### config.mk
export PLATFORM = sky130hd
export DESIGN_NAME = prio_irq_ctrl
export DESIGN_NICKNAME = d
export VERILOG_FILES = /design/src/rtl/prio_irq_ctrl.sv
export SDC_FILE = /design/constraint.sdc
export NUM_CORES = 1
export LEC_CHECK = 0
export ABC_AREA = 0
export CAP_MARGIN = 20
export CORE_ASPECT_RATIO = 0.8
export CORE_MARGIN = 5
export CORE_UTILIZATION = 42
export CTS_BUF_LIST = sky130_fd_sc_hd__clkbuf_4 sky130_fd_sc_hd__clkbuf_8
export DETAILED_ROUTE_END_ITERATION = 10
export GPL_ROUTABILITY_DRIVEN = 0
export PLACE_DENSITY_LB_ADDON = 0.05
export SLEW_MARGIN = 20
export SYNTH_ARGS = -nofsm -noshare
export SYNTH_HDL_FRONTEND = slang
export SYNTH_SLANG_ARGS = --single-unit
### constraint.sdc
create_clock -name clk -period 6.4 [get_ports clk]
set_clock_uncertainty 0.2 [all_clocks]
set_input_delay 0.64 -clock clk [delete_from_list [all_inputs] [get_ports clk]]
set_output_delay 0.64 -clock clk [all_outputs]
set_load 0.01 [all_outputs]
### src/rtl/prio_irq_ctrl.sv
module prio_irq_ctrl #(
  parameter int NIRQ     = 8,
  parameter int KEY_W    = 16,
  parameter int VEC_W    = 8,
  parameter int ADDR_W   = 24,
  parameter int NMI_VEC  = 7,
  parameter int IRQ_BASE = 16,
  parameter int EXT_BASE = 64
) (
  input  logic              clk,
  input  logic              rst_n,
  input  logic              nmi_pin,
  input  logic [NIRQ-1:0]   irq_pin,
  input  logic [KEY_W-1:0]  key_pin,
  input  logic [NIRQ-1:0]   irq_edge,
  input  logic [NIRQ-1:0]   irq_en,
  input  logic [7:0]        ctrl_lvl,
  input  logic              flag_wr,
  input  logic [NIRQ-1:0]   flag_wdata,
  input  logic              cpu_i,
  input  logic              cpu_ui,
  input  logic              ext_mode,
  input  logic              ack,
  output logic              irq_req,
  output logic [VEC_W-1:0]  vec_num,
  output logic [ADDR_W-1:0] vec_addr,
  output logic [NIRQ-1:0]   irq_flag
);
  localparam int IDX_W  = $clog2(NIRQ);
  localparam int HALF_K = KEY_W / 2;

  logic [NIRQ-1:0]  pin_eff, pin_q, set_v, wr_clr, ack_clr, flag;
  logic [NIRQ-1:0]  lvl1, active, acc_hi, acc_lo, pool;
  logic             nmi_q, nmi_pend, held, held_nmi, take, acked;
  logic [IDX_W-1:0] held_idx, win_idx;
  logic [VEC_W-1:0] held_vec;

  function automatic logic [IDX_W-1:0] lowest(input logic [NIRQ-1:0] v);
    logic [IDX_W-1:0] r;
    r = '0;
    for (int i = NIRQ - 1; i >= 0; i--)
      if (v[i]) r = IDX_W'(i);
    return r;
  endfunction

  always_comb begin
    pin_eff = irq_pin;
    pin_eff[6] = irq_pin[6] | (|key_pin[HALF_K-1:0]);
    pin_eff[7] = irq_pin[7] | (|key_pin[KEY_W-1:HALF_K]);
  end

  assign set_v   = (irq_edge & pin_eff & ~pin_q) | (~irq_edge & pin_eff);
  assign wr_clr  = flag_wr ? ~flag_wdata : '0;
  assign acked   = ack & held;
  assign ack_clr = (acked && !held_nmi) ? (irq_edge & (NIRQ'(1) << held_idx)) : '0;

  assign lvl1 = {ctrl_lvl[3], ctrl_lvl[3], ctrl_lvl[4], ctrl_lvl[4],
                 ctrl_lvl[5], ctrl_lvl[5], ctrl_lvl[6], ctrl_lvl[7]};

  assign active  = flag & irq_en;
  assign acc_hi  = active & lvl1 & {NIRQ{!(cpu_i && cpu_ui)}};
  assign acc_lo  = active & ~lvl1 & {NIRQ{!cpu_i}};
  assign pool    = (|acc_hi) ? acc_hi : acc_lo;
  assign win_idx = lowest(pool);
  assign take    = !held && (nmi_pend || (|pool));

  always_ff @(posedge clk or negedge rst_n) begin
    if (!rst_n) begin
      pin_q    <= '0;
      nmi_q    <= 1'b0;
      flag     <= '0;
      nmi_pend <= 1'b0;
    end else begin
      pin_q    <= pin_eff;
      nmi_q    <= nmi_pin;
      flag     <= (flag & ~wr_clr & ~ack_clr) | set_v;
      nmi_pend <= (nmi_pin & ~nmi_q) | (nmi_pend & ~(acked & held_nmi));
    end
  end

  always_ff @(posedge clk or negedge rst_n) begin
    if (!rst_n) begin
      held     <= 1'b0;
      held_nmi <= 1'b0;
      held_idx <= '0;
      held_vec <= '0;
    end else if (acked) begin
      held <= 1'b0;
    end else if (take) begin
      held     <= 1'b1;
      held_nmi <= nmi_pend;
      held_idx <= win_idx;
      if (nmi_pend) held_vec <= VEC_W'(NMI_VEC);
      else held_vec <= (ext_mode ? VEC_W'(EXT_BASE) : VEC_W'(IRQ_BASE)) + VEC_W'(win_idx);
    end
  end

  assign irq_req  = held;
  assign vec_num  = held_vec;
  assign vec_addr = ADDR_W'(held_vec) << 2;
  assign irq_flag = flag;


  hold_stable_chk: assert property (@(posedge clk) disable iff (!rst_n)
    irq_req && !ack |=> irq_req && $stable(vec_num));


  ack_drop_chk: assert property (@(posedge clk) disable iff (!rst_n)
    irq_req && ack |=> !irq_req);


  nmi_first_chk: assert property (@(posedge clk) disable iff (!rst_n)
    !irq_req && nmi_pend |=> irq_req && vec_num == VEC_W'(NMI_VEC));


  mask_block_chk: assert property (@(posedge clk) disable iff (!rst_n)
    $rose(irq_req) && vec_num != VEC_W'(NMI_VEC) |-> !$past(cpu_i && cpu_ui));


  need_enable_chk: assert property (@(posedge clk) disable iff (!rst_n)
    $rose(irq_req) && vec_num != VEC_W'(NMI_VEC) |-> $past(|(irq_flag & irq_en)));
endmodule

==> run metrics <==
nets@finish 335; pwr dens 264 mW/mm^2; Total Routing Usage GR 0.165; Gate power share 0.414; Root Buffer clkbuf_8; CP max FO 9; antenna violations before repair 0; DPL Wire Length 3.97 mm; adder-cell share of the synthesized area 0; Total Die Area 0.00571 mm^2; multiplexer share of the synthesized area 0.0222; fin crit share 0.469; Critical Path Sink Type flip-flop; data arrival time of the worst path 2980 ps; FF+latch count, synth 28; fin crit period 3000 ps; Sw Share 0.332; min-delay worst type flip-flop to flip-flop; Fin. Hold Viols 0; worst reg-to-reg path cell count 6; Clock Path Buffers 2; Die Y 68.6 um; First-pass DRT Iterations 5; total grt overflow 0; Site Rows 21; layout cells sized above 1 0.0556; vias in the first global route 1,587; Core Area 0.00418 mm^2; status finished clean; RSZ-0062 raised after global routing no; clock network fraction of design power 0.206; hold_sp nmi_q; CTS sink cnt 28; Post-Layout Cell Count 327; CTS H-tree lvls 1; CTS tree yes; sequential area share after synthesis 0.388; sequential cell fraction of total power 0.380; Synth Area in Simple Gates 0.145; XOR/XNOR share of the synthesized area 0; placed cells 323; Post-CTS Setup Bufs 0; Ports 105; cell with the most instances after synthesis dfrtp_1; crit path kind input port to flip-flop; crit-path max cell delay 470 ps; Static Leak 1.08 nW; Max rail drop VDD 0.000178 V; Power Total 0.690 mW; largest net degree at the start of global routing 29; Synth Area in Compound Gates 0.294; crit path launch type input port; post-route ant nets 0; highest clock rate 333 MHz; crit-path cells clkdlybuf4s50_1 -> a22o_4 -> a221o_1 -> o31a_1 -> o21ai_2 -> o31a_4 -> mux2_4; DR DRC count 0; first-pass GRT wire length 7.54 mm; WP buf/inv 1; top cells by area, synth dfrtp_1, buf_4, o221ai_1, nand2b_1, inv_1; EDFF count, synth 0; Req. time, crit path 6380 ps; WHS Endpoint nmi_pend; effective utilization at floorplan 0.432; dominant cell type by area after synthesis dfrtp_1; Reg clk slew, reported paths 100 ps; final core occ 0.626; min setup slack post-route 3400 ps; number of diodes 0; routed vias/inst 5.20; initial drt markers 56; # resized after CTS 0; final WL 4.86 mm; Max-Cap Viols 0; # hold bufs at CTS 0; Worst-Skew Late Latency 280 ps; reg2reg start irq_flag[5]; internal power 0.460 mW; Setup TNS 0 ps; Yosys top cell area share 0.388; worst r2r dst vec_num[4]; Avg Inst Size Synth 9.35 um^2; Synth Instances 193; port bufs 79; largest family of logic cells by synthesized area compound AO/OA/AOI/OAI gates; DP Worst Slack 3110 ps; switching power 0.229 mW; routed via count 1,700; final setup fails 0; wire per inst 14.9 um; Most used DFF post-synth dfrtp_1; post-synth design cell area 0.00180 mm^2; CTS Buf Count 3; kind of cell adding the most delay to the critical path compound AO/OA/AOI/OAI gates; Post-synth top cells dfrtp_1, buf_4, inv_1, nor2_1; Slowest-stage cell, CP clkdlybuf4s50_1; ys async rst share 1.00; synth warn 0; fin. max-slew vios 0; worst reg2reg setup slack 3720 ps; die width 83.3 um; hold path cells 1; Layout area overhead 45.0%; number of library cell types mapped by synthesis 54
## routing by layer
layer  wire [um]  global-route usage  vias to the layer above
met5           0                   0                        -
met4          32              0.0347                        0
met3         367              0.0487                        5
met2        2180               0.271                       65
met1        2280               0.218                      803
li1            -                   -                      827
## cell usage in the layout, fill, tap and decap left out, types with 4 or more instances in the layout
| cell | instances |
|---|---|
| conb_1 | 22 |
| inv_1 | 16 |
| nand2b_1 | 10 |
| o211ai_1 | 4 |
| clkdlybuf4s50_1 | 79 |
| nand3_1 | 6 |
| nand2_1 | 10 |
| nor2_1 | 11 |
| o221ai_1 | 8 |
| a21oi_1 | 10 |
| o21ai_0 | 6 |
| dfrtp_1 | 28 |
## cells by family (layout without fill, tap and decap cells)
logic type,Yosys count,after routing
muxes,3,3
and+or+nand+nor,51,51
DFF,28,28
buffers and inverters,44,100
AOI/OAI and AO/OA,66,66
other,1,22
## state kept, by name, summed over array words and instances, names as in the netlist
name and flops:
pin_q 8, irq_flag 8, nmi_pend 1, irq_req 1, held_nmi 1, vec_num 5, held_idx 3, nmi_q 1
## metrics by stage
step | cell area, um^2 | hold WS, ps
4_1_cts | 2620 | 245
3_5_place_dp | 2540 | 232
5_1_grt | 2620 | 256
2_1_floorplan | 1880 | 144
3_3_place_gp | 2540 | 213
6_report | 2620 | 238
## how the worst max path moves through the flow
| stage | from | endpoint | slack (ps) | depth (start not counted) |
|---|---|---|---|---|
| after floorplan | irq_en[5] | held_idx[0] | 3780 | 6 |
| after global placement | irq_en[5] | held_idx[0] | 3110 | 7 |
| after detailed placement | irq_en[5] | vec_num[4] | 3110 | 7 |
| after CTS | irq_en[5] | vec_num[4] | 3410 | 7 |
| after global routing | irq_en[5] | vec_num[4] | 3300 | 7 |
| final | irq_en[5] | vec_num[4] | 3400 | 7 |
## area by class of cell
class,instances,area [um^2]
clock buffers,3,41.3
well taps,57,71.3
fillers,364,1560
repair buffers,80,798
clock inverters,1,30.0
multi-input cells,142,915
flip-flops and latches,28,701
inverters,16,60.1
## worst register-to-register path: cells and delay by family, from the launching register on
| kind | cells | cell delay, ps |
|---|---|---|
| flops | 1 | 470 |
| compound gates | 5 | 1600 |
| mux | 1 | 300 |
## power groups by stage
| stage | logic [mW] | registers, mW | clock network, mW |
|---|---|---|---|
| after global placement | 0.284 | 0.264 | 0 |
| final | 0.285 | 0.262 | 0.142 |
| after global routing | 0.313 | 0.269 | 0.150 |
| after CTS | 0.287 | 0.262 | 0.146 |
| after floorplan | 0.165 | 0.264 | 0 |
| after detailed placement | 0.285 | 0.266 | 0 |
(Power assumes the default switching activity.)
